--- config.mk ---
export PLATFORM = sky130hd
export DESIGN_NAME = busclk_divider
export DESIGN_NICKNAME = d
export VERILOG_FILES = /design/src/rtl/busclk_pkg.sv /design/src/rtl/busclk_cfg.sv /design/src/rtl/busclk_main_div.sv /design/src/rtl/busclk_sub_div.sv /design/src/rtl/busclk_divider.sv
export SDC_FILE = /design/constraint.sdc
export NUM_CORES = 1
export LEC_CHECK = 0
export BUFFER_PORTS_ARGS = -buffer_cell sky130_fd_sc_hd__clkbuf_2
export CORE_MARGIN = 2
export CORE_UTILIZATION = 45
export CTS_CLUSTER_DIAMETER = 150
export CTS_CLUSTER_SIZE = 30
export DETAILED_ROUTE_END_ITERATION = 8
export PLACE_DENSITY = 0.72
export SLEW_MARGIN = 20
export SYNTH_ARGS = -nofsm -noshare
export SYNTH_HDL_FRONTEND = slang
export SYNTH_SLANG_ARGS = --single-unit
--- constraint.sdc ---
create_clock -name clk -period 6 [get_ports clk]
set_input_delay 0.6 -clock clk [delete_from_list [all_inputs] [get_ports clk]]
set_output_delay 0.6 -clock clk [all_outputs]
set_load 0.02 [all_outputs]
--- src/rtl/busclk_pkg.sv ---
package busclk_pkg;

    localparam int CFG_W   = 16;
    localparam int HI_W    = 5;
    localparam int LO_W    = 3;
    localparam int SUB_W   = 3;
    localparam int WR_W    = 2 * CFG_W;

    typedef struct packed {
        logic              src_pick;
        logic [HI_W-1:0]   hi_lim;
        logic [LO_W-1:0]   lo_lim;
        logic [SUB_W-1:0]  h_lim;
        logic [SUB_W-1:0]  p_lim;
    } ratio_t;

    // Turn a configuration word into terminal counts (ratio minus one).
    function automatic ratio_t decode_word(input logic [CFG_W-1:0] c, input bit peri);
        ratio_t r;
        r.src_pick = c[15];
        if (peri) begin
            r.hi_lim = c[4:0];
            r.lo_lim = '0;
            r.h_lim  = (SUB_W'(1) << c[9:8]) - SUB_W'(1);
            r.p_lim  = (SUB_W'(1) << c[13:12]) - SUB_W'(1);
        end else begin
            r.hi_lim = c[7:3];
            r.lo_lim = c[2:0];
            case (c[9:8])
                2'd0:    r.h_lim = SUB_W'(0);
                2'd3:    r.h_lim = SUB_W'(3);
                default: r.h_lim = SUB_W'(1);
            endcase
            r.p_lim  = c[14:12];
        end
        return r;
    endfunction

endpackage

--- src/rtl/busclk_cfg.sv ---
module busclk_cfg
    import busclk_pkg::*;
#(
    parameter bit PERI_STYLE = 1'b0
) (
    input  logic             clk,
    input  logic             rst_n,
    input  logic             wr_en,
    input  logic [WR_W-1:0]  wr_word,
    output logic [CFG_W-1:0] cfg_q_o,
    output logic             err_q_o
);

    typedef struct packed {
        logic [CFG_W-1:0] cfg;
        logic             err;
    } cfg_state_t;

    cfg_state_t st_d, st_q;
    logic [CFG_W-1:0] mask_w, data_w, merged_w;

    always_comb begin
        st_d     = st_q;
        mask_w   = wr_word[WR_W-1:CFG_W];
        data_w   = wr_word[CFG_W-1:0];
        merged_w = (st_q.cfg & ~mask_w) | (data_w & mask_w);
        if (wr_en) begin
            if (!PERI_STYLE && merged_w[9:8] == 2'b10) begin
                merged_w[9:8] = st_q.cfg[9:8];
                st_d.err      = 1'b1;
            end
            st_d.cfg = merged_w;
        end
    end

    always_ff @(posedge clk or negedge rst_n) begin
        if (!rst_n) st_q <= '0;
        else        st_q <= st_d;
    end

    assign cfg_q_o = st_q.cfg;
    assign err_q_o = st_q.err;

    // the reserved code never reaches the stored word
    assert_no_reserved_h_R7: assert property (@(posedge clk) disable iff (!rst_n)
        !PERI_STYLE |-> (st_q.cfg[9:8] != 2'b10));

    // the error flag is sticky
    assert_err_sticky_R7: assert property (@(posedge clk) disable iff (!rst_n)
        $past(st_q.err) |-> st_q.err);

endmodule

--- src/rtl/busclk_main_div.sv ---
module busclk_main_div #(
    parameter int  HI_W      = 5,
    parameter int  LO_W      = 3,
    parameter bit  TWO_STAGE = 1'b1
) (
    input  logic            clk,
    input  logic            rst_n,
    input  logic            tick,
    input  logic [HI_W-1:0] hi_lim,
    input  logic [LO_W-1:0] lo_lim,
    output logic            wrap
);

    typedef struct packed {
        logic [HI_W-1:0] hi;
        logic [LO_W-1:0] lo;
    } cnt_t;

    cnt_t c_d, c_q;
    logic lo_end, hi_end;

    generate
        if (TWO_STAGE) begin : g_two
            assign lo_end = (c_q.lo == lo_lim);
        end else begin : g_one
            assign lo_end = 1'b1;
        end
    endgenerate

    assign hi_end = (c_q.hi == hi_lim);
    assign wrap   = tick && lo_end && hi_end;

    always_comb begin
        c_d = c_q;
        if (tick) begin
            if (lo_end) begin
                c_d.lo = '0;
                c_d.hi = hi_end ? '0 : c_q.hi + HI_W'(1);
            end else begin
                c_d.lo = c_q.lo + LO_W'(1);
            end
        end
    end

    always_ff @(posedge clk or negedge rst_n) begin
        if (!rst_n) c_q <= '0;
        else        c_q <= c_d;
    end

    // stage counters stay within their terminal counts
    assert_hi_in_range_R3: assert property (@(posedge clk) disable iff (!rst_n)
        c_q.hi <= hi_lim);
    assert_lo_in_range_R3: assert property (@(posedge clk) disable iff (!rst_n)
        !TWO_STAGE || (c_q.lo <= lo_lim));

endmodule

--- src/rtl/busclk_sub_div.sv ---
module busclk_sub_div #(
    parameter int W = 3
) (
    input  logic         clk,
    input  logic         rst_n,
    input  logic         step,
    input  logic [W-1:0] lim,
    output logic         hit
);

    logic [W-1:0] cnt_d, cnt_q;

    assign hit = step && (cnt_q == lim);

    always_comb begin
        cnt_d = cnt_q;
        if (step) cnt_d = (cnt_q == lim) ? '0 : cnt_q + W'(1);
    end

    always_ff @(posedge clk or negedge rst_n) begin
        if (!rst_n) cnt_q <= '0;
        else        cnt_q <= cnt_d;
    end

    // the count never passes its terminal value
    assert_sub_in_range_R4: assert property (@(posedge clk) disable iff (!rst_n)
        cnt_q <= lim);

endmodule

--- src/rtl/busclk_divider.sv ---
module busclk_divider
    import busclk_pkg::*;
#(
    parameter bit PERI_STYLE = 1'b0
) (
    input  logic        clk,
    input  logic        rst_n,
    input  logic        src0_tick,
    input  logic        src1_tick,
    input  logic        wr_en,
    input  logic [31:0] wr_word,
    output logic        a_en,
    output logic        h_en,
    output logic        p_en,
    output logic [15:0] cfg_word,
    output logic        bad_code
);

    typedef struct packed {
        logic [CFG_W-1:0] act;
        logic             a;
        logic             h;
        logic             p;
    } top_state_t;

    top_state_t s_d, s_q;
    logic [CFG_W-1:0] cfg_w;
    ratio_t rat;
    logic tick_w, a_wrap, h_hit, p_hit, boundary;

    busclk_cfg #(.PERI_STYLE(PERI_STYLE)) cfg_i (
        .clk(clk), .rst_n(rst_n), .wr_en(wr_en), .wr_word(wr_word),
        .cfg_q_o(cfg_w), .err_q_o(bad_code)
    );

    assign rat    = decode_word(s_q.act, PERI_STYLE);
    assign tick_w = rat.src_pick ? src1_tick : src0_tick;

    busclk_main_div #(.HI_W(HI_W), .LO_W(LO_W), .TWO_STAGE(!PERI_STYLE)) main_i (
        .clk(clk), .rst_n(rst_n), .tick(tick_w),
        .hi_lim(rat.hi_lim), .lo_lim(rat.lo_lim), .wrap(a_wrap)
    );

    busclk_sub_div #(.W(SUB_W)) hdiv_i (
        .clk(clk), .rst_n(rst_n), .step(a_wrap), .lim(rat.h_lim), .hit(h_hit)
    );

    busclk_sub_div #(.W(SUB_W)) pdiv_i (
        .clk(clk), .rst_n(rst_n), .step(a_wrap), .lim(rat.p_lim), .hit(p_hit)
    );

    assign boundary = a_wrap && h_hit && p_hit;

    always_comb begin
        s_d   = s_q;
        s_d.a = a_wrap;
        s_d.h = h_hit;
        s_d.p = p_hit;
        if (boundary) s_d.act = cfg_w;
    end

    always_ff @(posedge clk or negedge rst_n) begin
        if (!rst_n) s_q <= '0;
        else        s_q <= s_d;
    end

    assign a_en     = s_q.a;
    assign h_en     = s_q.h;
    assign p_en     = s_q.p;
    assign cfg_word = cfg_w;

    // H and P pulses sit on A pulses
    assert_h_aligned_R8: assert property (@(posedge clk) disable iff (!rst_n)
        h_en |-> a_en);
    assert_p_aligned_R8: assert property (@(posedge clk) disable iff (!rst_n)
        p_en |-> a_en);

    // the staged word changes only together with a common pulse
    assert_update_on_boundary_R9: assert property (@(posedge clk) disable iff (!rst_n)
        (s_q.act != $past(s_q.act)) |-> (a_en && h_en && p_en));

endmodule

# Yosys cells after proc, flatten, opt, wreduce, memory -nomap -nowiden
# Cells that the tools add are included.
[classes] add_sub_neg=4 mul=0 n_div=0 order_cmp=0 eq_ne=6 shift=0 n_mux=6 bitwise_logic=5 n_reduce_logical=10
[ops] op="AND 16 bit" count=2
[ops] op="NOT 16 bit" count=1
[ops] op="OR 16 bit" count=1
[ops] op="adder 3 x 1 -> 3 bit (second input constant)" count=3
[ops] op="2-to-1 mux 3 bit" count=3
[ops] op="== test 3 bit" count=2
[ops] op="logical AND 1 bit" count=6
[ops] op="AND reduction 2 bit" count=3
[ops] op="adder 5 x 1 -> 5 bit (second input constant)" count=1
[ops] op="== test 5 bit" count=1
[ops] op="2-to-1 mux 5 bit" count=1
[ops] op="== test 2 bit (second input constant)" count=2
[ops] op="case mux 2 bit (2 select lines)" count=1
[ops] op="== test 3 x 2 -> 1 bit" count=1
[ops] op="zero test 2 bit" count=1
[ops] op="2-to-1 mux 1 bit" count=1
[ops] op="NOT 1 bit" count=1
[totals] register_bits=50 latchBits=0 ram_bits=0 mem_bits_ro=0 inputBits=37 out_inout_bits=20 wordCells=42 mem_count=0

# Depth between registers and ports, before layout
# Gate-level depths: netlist of run 1.
[logic_depth] ltp_word=6 mapped_depth=7

# Hierarchy
# From an unflattened synthesis of run 1, not the netlist that was laid out.
[unflattened] cells_unflattened=191 area_unflattened_um2=2341.0
[by_module_without_submodules] mod="busclk_cfg" instances=1 cells_per_inst=57 area_per_inst_um2=757.0
[by_module_without_submodules] mod="busclk_divider" instances=1 cells_per_inst=37 area_per_inst_um2=669.4
[by_module_without_submodules] mod="busclk_main_div" instances=1 cells_per_inst=55 area_per_inst_um2=521.8
[by_module_without_submodules] mod="busclk_sub_div" instances=2 cells_per_inst=21 area_per_inst_um2=196.4

# Worst setup path before layout of run 1
# OpenSTA, ideal clock, no wires.
[synth_timing] kind="input port to flip-flop" startpoint="input port src1_tick" endpoint="register s_q, in the netlist rat[0]" setup_ns=0.125 arrival_ns=2.072 slack_ns=3.803 stages=7 n_path_buf=2 cell_sequence="mux2i_1 nor4_4 nand3_1 or3_1 buf_6 buf_12 mux2_4"
[synth_via] elab_chain_cells=6
[synth_lines] element="start, declared" line="busclk_divider.sv:9" text="input logic src1_tick,"
[synth_lines] element="2-to-1 mux 1 bit *" line="busclk_divider.sv:37" text="assign tick_w = rat.src_pick ? src1_tick : src0_tick;"
[synth_lines] element="logical AND 1 bit * (2 in series)" line="busclk_main_div.sv:31" text="assign wrap = tick && lo_end && hi_end;"
[synth_lines] element="logical AND 1 bit" line="busclk_sub_div.sv:13" text="assign hit = step && (cnt_q == lim);"
[synth_lines] element="logical AND 1 bit" line="busclk_divider.sv:52" text="assign boundary = a_wrap && h_hit && p_hit;"
[synth_lines] element="logical AND 1 bit *" line="busclk_divider.sv:52"
[synth_lines] element="end signal, assigned" line="busclk_divider.sv:63" text="if (!rst_n) s_q <= '0;"
[synth_lines] element="end signal, assigned" line="busclk_divider.sv:64" text="else s_q <= s_d;"
[synth_lines] element="end, declared" line="busclk_divider.sv:26" text="top_state_t s_d, s_q;"
# Mark *: on every way between the ends. The rest lies on a longest branch, timed or not.
# A chain may end at the register's enable or synchronous reset.

# Final worst setup path of run 1
[layout_timing] startpoint="register main_i.c_q[3] (netlist name)" endpoint="register s_q, in the netlist rat[14]"
[layout_via] elab_chain_cells=5
[layout_lines] element="start, declared" line="busclk_main_div.sv:19" text="cnt_t c_d, c_q;"
[layout_lines] element="== test 5 bit *" line="busclk_main_div.sv:30" text="assign hi_end = (c_q.hi == hi_lim);"
[layout_lines] element="logical AND 1 bit *" line="busclk_main_div.sv:31"
[layout_lines] element="logical AND 1 bit" line="busclk_sub_div.sv:13"
[layout_lines] element="logical AND 1 bit" line="busclk_divider.sv:52"
[layout_lines] element="logical AND 1 bit *" line="busclk_divider.sv:52"
# Marked as above.

==> results of run 1 <==
metal layers:
metal  track usage [%]  up-vias  part of all wire (%)
met2              22.9       50                    45
li1                  -      763                     -
met1              21.6      718                    47
met4              9.52        0                   2.6
met5                 0        -                     0
met3              4.07        8                   5.5
report_power, final:
part | leakage (nW) | internal, mW | switching (mW)
sequential | 0.608 | 0.422 | 0.0866
clock | 0.0503 | 0.103 | 0.101
combinational | 0.715 | 0.203 | 0.217
placed cells by master, fill, tap and decap left out, types with 3 or more instances in the layout:
master and n:
mux2i_1 3, ha_1 4, nand3_1 5, xnor2_1 4, mux2_4 10, xor2_1 8
clkbuf_8 7, nand2b_1 5, dfrtp_1 48, a21o_1 3, o21ai_0 15, clkbuf_2 56
inv_1 3, nand2_1 29, nor2_1 6, mux2_2 18
stage by stage:
stage	util [%]	area, µm²	total power [mW]
after global routing	56.0	2660	1.22
final	56.0	2660	1.13
after CTS	56.0	2660	1.14
after detailed placement	53.9	2560	0.937
after floorplan	-	2240	0.827
after global placement	53.9	2560	0.919
cell usage after synthesis (2+ instances only):
cell type / number
xnor2_1: 4
a31oi_1: 2
nor2_1: 6
dfrtp_1: 48
inv_1: 3
or3_1: 2
nor3_1: 2
o21ai_0: 15
xor2_1: 8
nand3_1: 5
mux2_2: 18
ha_1: 4
mux2i_1: 3
nand2b_1: 5
nand2_1: 29
mux2_4: 10
a21o_1: 3
clkbuf_1: 3
worst max path at each step:
| stage | from | endpoint | slack, ns | cells past startpoint |
|---|---|---|---|---|
| 5_1_grt | main_i.c_q[3] | rat[14] | 2.93 | 5 |
| 4_1_cts | main_i.c_q[3] | rat[14] | 3.16 | 5 |
| 2_1_floorplan | src1_tick | rat[0] | 3.80 | 7 |
| 3_3_place_gp | src1_tick | rat[2] | 3.21 | 6 |
| 3_5_place_dp | src1_tick | rat[0] | 3.10 | 6 |
| 6_report | main_i.c_q[3] | rat[14] | 3.15 | 5 |
cell families after synthesis:
logic type	synth area share [%]
and+or+nand+nor	13.2
DFF	53.7
muxes	17.1
AOI/OAI and AO/OA	6.60
xor gates and xnor gates	4.70
buffers and inverters	2.41
adders and majority gates	2.24
worst max-delay path: stages (launching register included):
cell,delay (ns)
dfrtp_1,0.43
xor2_1,0.17
nor3_1,0.49
nand3_1,0.41
or3_1,0.82
mux2_4,0.42
area by class of cell:
cell class | count | area share [%]
multi-input combinational | 130 | 36.9
timing repair buffer | 57 | 10.8
inverter | 3 | 0.423
sequential | 48 | 45.1
clock buffer | 7 | 3.62
tap | 67 | 3.15
==> results.toml, run 1 <==
[detailed_routing]
vias = 1539
drtIter0Drc = 77
wl_per_cell_um = 12.4
viasPerCell = 4.93
totalWireLength_um = 3870
drt_pass1_iterations = 4
drt.antenna.violating_nets = 0
drc = 0

[clock_network]
numCtsBuffers = 5
cts_tree = "yes"
cts_resized = 0
clock_latency_ns = 0.30
cts.clk_slew.worst_paths_ns = 0.08
htreeDepth = 2
clockBufferDepth = 2
cts_root_buffer = "clkbuf_8"
ctsHoldBuffers = 0
cts_setup_buffers = 0
clkSinkCount = 48

[logic_synthesis]
netlist_instances = 186
synthArstFlopShare_pct = 100
syn-cell-area_um2 = 2240
synth_area_leaders = "dfrtp_1 (54%), mux2_2 (9.1%), mux2_4 (6.7%)"
yosys_warnings = 0
synth.avg_cell_area_um2 = 12.0
synth.largest_area_cell = "dfrtp_1"
synth.top_cell.area_share_pct = 53.7
ys_ff_latch = 48
synth-seq-area-share_pct = 53.7
synth_cell_types = 34
ys.flop_type = "dfrtp_1"
synth_edf_count = 0
syn-num-nets = 227

[grt]
antenna_found_initial = 0
grt_util_all_layers_pct = 15.9
gr-total-overflow = 0
grt_pass1_wl_um = 6490
grt_max_degree = 49
grt_pass1_vias = 1432

[final_layout]
final_cells = 312
multiInputGateArea_um2 = 981
drive_gt1_share_pct = 38.8
num_antenna_cells = 0
area_growth_pct = 19.0
final_nets = 286
seqCellArea_um2 = 1200
n_fill_cell = 431

[worst_setup_path]
rr_worst_depth = 5
crit_required_ns = 6.19
worstSetupPathType = "reg2reg"
crit_arrival_ns = 3.04
r2r_end = "rat[14]"
endpoint_kind = "flop"
reg2reg_slack_ns = 3.15
timing.rr.start = "main_i.c_q[3]"
critPathMaxFanout = 14
crit_path_start_kind = "flop"

[die]
start_util_pct = 47.0
die_x_um = 74.5
ios = 57
dieArea_um2 = 5550
core_um2 = 4750
die_h_um = 74.5
row_count = 25

[pwr]
ir_drop_mv = 0.224
p_per_area_nw_per_um2 = 425
leakagePower_nw = 1.37

[placement]
pre_cts_ws_ns = 3.10
dp.cells = 305
port_buffers = 56
place.gp.congestion = 0.761
dp_hpwl_um = 2870

[timing]
timing.setup.tns_ns = 0
slew_violations = 0
hold_violations = 0
hold-worst-slack_ns = 0.367
finalCriticalPeriod_ns = 2.85
final.setup.worst_slack_ns = 3.15
rsz0062_at_grt = "false"
skew_ns = 0.00282
period_share_pct = 47.5
slew_headroom_pct = 45.0
setup_viol_count_final = 0
worst-slew-pin-transition_ns = 0.825
max_freq_mhz = 351

[status]
status = "complete, no violations"

[worst_hold_path]
min_path_type = "in2async"

[run]
max-cap-violations = 0
Note: power is estimated with default switching activity, not from simulation.
==> run 2: changes to the inputs <==
Clock period 6 ns to 2.75 ns, I/O delays scaled along.
==> results.toml, run 2 (same netlist as run 1, synthesis figures left out) <==
[status]
status = "complete, no violations"

[worst_setup_path]
reg2reg_slack_ns = 0.35
slowest_stage = "or3_1"
critPathMaxFanout = 14
max_stage_delay_ns = 0.74
worstSetupPathType = "reg2reg"
crit_path_start_kind = "flop"
crit_required_ns = 2.93
path_cells = "xor2_1, nor4_4, nand3_1, or3_1, mux2_4"
r2r_end = "rat[0]"
crit_arrival_ns = 2.59
endpoint_kind = "flop"
timing.rr.start = "main_i.c_q[0]"
rr_worst_depth = 5

[final_layout]
drive_gt1_share_pct = 39.5
final_nets = 288
final_common_cell = "clkbuf_2"
area_growth_pct = 21.0
num_antenna_cells = 0
n_fill_cell = 426
layout_common_cells = "clkbuf_2 (56), dfrtp_1 (48), nand2_1 (29)"
final_cells = 315
final_area_um2 = 2710

[clock_network]
htreeDepth = 2
clockBufferDepth = 2
cts_root_buffer = "clkbuf_8"
cts_resized = 0
numCtsBuffers = 5
clock_latency_ns = 0.30
cts_tree = "yes"
clkSinkCount = 48
cts_setup_buffers = 0
ctsHoldBuffers = 0
cts.clk_slew.worst_paths_ns = 0.09

[detailed_routing]
drtIter0Drc = 29
totalWireLength_um = 3820
drc = 0
drt.antenna.violating_nets = 0
drt_pass1_iterations = 3
viasPerCell = 4.92
wl_per_cell_um = 12.1
vias = 1551

[grt]
grt_max_degree = 33
grt_pass1_vias = 1476
grt_pass1_wl_um = 6530
grt_util_all_layers_pct = 15.5
antenna_found_initial = 0
gr-total-overflow = 0

[timing]
setup_viol_count_final = 0
worst-slew-pin-transition_ns = 0.823
period_share_pct = 87.4
timing.setup.tns_ns = 0
slew_violations = 0
hold_violations = 0
slew_headroom_pct = 45.1
skew_ns = 0.00752
rsz0062_at_grt = "false"
finalCriticalPeriod_ns = 2.40
max_freq_mhz = 416

[pwr]
ir_drop_mv = 0.468
leakagePower_nw = 1.40
p_per_area_nw_per_um2 = 956

[die]
dieArea_um2 = 5550
core_um2 = 4750
die_h_um = 74.5
start_util_pct = 47.0
ios = 57
die_x_um = 74.5
row_count = 25

[placement]
place.gp.congestion = 0.781
port_buffers = 56
dpl_cell_area_um2 = 2580
dp.cells = 307
dp_hpwl_um = 2870

[worst_hold_path]
min_path_type = "in2async"

[run]
max-cap-violations = 0
## run 2: cell types whose count changed in the layout (fill, tap and decap cells not counted), sizes merged
cell,change
buf,+2
bufinv,+1
## run 2: cell type report
type	instances	area (µm²)	area share [%]
inverter	3	11.3	0.416
clock inverter	1	30.0	1.11
timing repair buffer	59	303	11.2
multi-input combinational	130	981	36.2
sequential	48	1200	44.4
clock buffer	7	96.3	3.56
tap	67	83.8	3.10
## run 2: power by group
part           internal (mW)  switching, mW  leakage [nW]
clock network          0.321          0.220        0.0645
logic                  0.464          0.471         0.725
registers              0.920          0.192         0.608
total                   1.70          0.883          1.40
## run 2: per-stage QoR
stage | hold WS [ns] | total power, mW | setup slack (ns) | util (%)
after detailed placement | 0.387 | 2.07 | 0.337 | 54.3
after floorplan | -0.0206 | 1.80 | 0.629 | -
final | 0.0435 | 2.59 | 0.346 | 56.9
after global placement | 0.388 | 2.03 | 0.404 | 54.3
after CTS | 0.0569 | 2.62 | 0.325 | 56.9
after global routing | 0.0988 | 2.78 | 0.170 | 56.9
## run 2: worst max-delay path by stage
| stage | from | to | slack, ns | cells after the start |
|---|---|---|---|---|
| after global routing | rat[14] | rat[8] | 0.17 | 5 |
| after global placement | main_i.c_q[0] | rat[1] | 0.40 | 5 |
| after detailed placement | main_i.c_q[0] | rat[12] | 0.34 | 5 |
| after floorplan | main_i.c_q[0] | rat[0] | 0.63 | 7 |
| final | main_i.c_q[0] | rat[0] | 0.35 | 5 |
| after CTS | main_i.c_q[0] | rat[12] | 0.32 | 5 |
## run 2: worst max-delay path, delay by kind of cell, from the launching register on
kind                      cells  cell delay, ns
DFF                           1            0.42
and+or+nand+nor               3            1.26
xor gates and xnor gates      1            0.19
muxes                         1            0.42
## run 2: per-layer routing
| layer | vias to the layer above | share of wire (%) | routed length, µm | track usage [%] |
|---|---|---|---|---|
| met3 | 7 | 5.5 | 212 | 4.34 |
| met1 | 730 | 46 | 1750 | 20.3 |
| met2 | 44 | 47 | 1800 | 24.6 |
| met5 | - | 0 | 0 | 0 |
| li1 | 770 | - | - | - |
| met4 | 0 | 1.5 | 59 | 5.95 |
==> run 3: changes to the inputs <==
Settings changed: REMOVE_ABC_BUFFERS set to 1.
==> results.toml, run 3 (same netlist as run 1, synthesis figures left out) <==
[placement]
pre_cts_ws_ns = 0.305
port_buffers = 56
place.gp.congestion = 0.825
dp_hpwl_um = 2970

[final_layout]
final_common_cell = "clkbuf_2"
num_antenna_cells = 0
area_growth_pct = 19.9
final_nets = 289
layout_common_cells = "clkbuf_2 (56), dfrtp_1 (48), nand2_1 (29)"
drive_gt1_share_pct = 38.6
fin_util_pct = 56.4

[die]
dieArea_um2 = 5550
die_h_um = 74.5
core_um2 = 4750
die_x_um = 74.5
start_util_pct = 47.0
ios = 57
row_count = 25

[detailed_routing]
drc = 0
vias = 1573
totalWireLength_um = 4010
drt_pass1_iterations = 4
wl_per_cell_um = 12.7
viasPerCell = 4.98
drt.antenna.violating_nets = 0
drtIter0Drc = 45

[worst_setup_path]
reg2reg_slack_ns = 0.32
crit_required_ns = 2.94
critPathMaxFanout = 14
crit_path_start_kind = "flop"
worstSetupPathType = "reg2reg"
crit_arrival_ns = 2.61
endpoint_kind = "flop"

[clock_network]
clockBufferDepth = 2
cts_root_buffer = "clkbuf_8"
cts_resized = 0
clock_latency_ns = 0.30
htreeDepth = 2
numCtsBuffers = 5
clkSinkCount = 48
cts_setup_buffers = 0
cts_tree = "yes"
cts.clk_slew.worst_paths_ns = 0.08

[pwr]
p_per_area_nw_per_um2 = 927
leakagePower_nw = 1.38
ir_drop_mv = 0.446

[grt]
grt_max_degree = 32
grt_pass1_wl_um = 6620
antenna_found_initial = 0
gr-total-overflow = 0
grt_pass1_vias = 1483
grt_util_all_layers_pct = 16.0

[timing]
skew_ns = 0.00369
slew_headroom_pct = 44.8
period_share_pct = 88.3
worst-slew-pin-transition_ns = 0.827
slew_violations = 0
finalCriticalPeriod_ns = 2.43
max_freq_mhz = 412
timing.setup.tns_ns = 0
final.setup.worst_slack_ns = 0.321
hold_violations = 0
rsz0062_at_grt = "false"
setup_viol_count_final = 0

[worst_hold_path]
min_path_type = "in2reg"

[status]
status = "complete, no violations"

[run]
max-cap-violations = 0
run 3: metal layers:
layer	part of all wire, %	vias to the layer above	global-route usage (%)	wire length, µm
met2	49	42	25.6	1950
met4	2.2	0	8.33	87
met5	0	-	0	0
met1	45	755	20.7	1790
li1	-	769	-	-
met3	4.5	7	2.85	181
run 3: area by class of cell:
class	count	area, µm²
Timing Repair Buffer	60	313
Multi-Input combinational cell	130	981
Clock buffer	8	90.1
Sequential cell	48	1200
Inverter	3	11.3
Tap cell	67	83.8
Fill cell	440	2070
run 3: where the power goes:
| part | internal, mW | leakage [nW] | switching, mW |
|---|---|---|---|
| Sequential | 0.920 | 0.608 | 0.194 |
| Combinational | 0.465 | 0.729 | 0.483 |
| Clock | 0.205 | 0.0455 | 0.219 |
| Total | 1.59 | 1.38 | 0.895 |
run 3: worst paths after layout:
| path | startpoint | to | cells after the start |
|---|---|---|---|
| min in group asynchronous | rst_n | async pin | 2 |
| worst max-delay path | main_i.c_q[0] | rat[1] | 5 |
| worst min-delay path | wr_word[2] | flop | 2 |
| worst max register to register | main_i.c_q[0] | rat[1] | 5 |
| worst min register to register | cfg_i.err_q_o | cfg_i.err_q_o | 1 |
| max in group asynchronous | rst_n | pdiv_i.cnt_q[0] | 3 |
run 3: worst max-delay path, cell delays in order, from the launching register on:
cell	delay, ns
dfrtp_1	0.42
xor2_1	0.19
nor4_4	0.40
nand3_1	0.14
or3_1	0.74
mux2_4	0.43
run 3: timing repair:
action                                  CTS  global route
hold buffers                              1             0
endpoints found under the setup margin    0             0
hold endpoints to repair                 17             0
run 3: through the flow:
stage / area, µm² / cells / total power, mW / hold slack [ns]
finish: 2680 / 316 / 2.49 / 0.200
global route: 2680 / 316 / 2.66 / 0.195
CTS: 2680 / 316 / 2.51 / 0.193
detailed placement: 2580 / 307 / 2.07 / 0.248
global placement: 2580 / 307 / 2.03 / 0.248
floorplan: 2190 / 181 / 1.79 / -0.0206
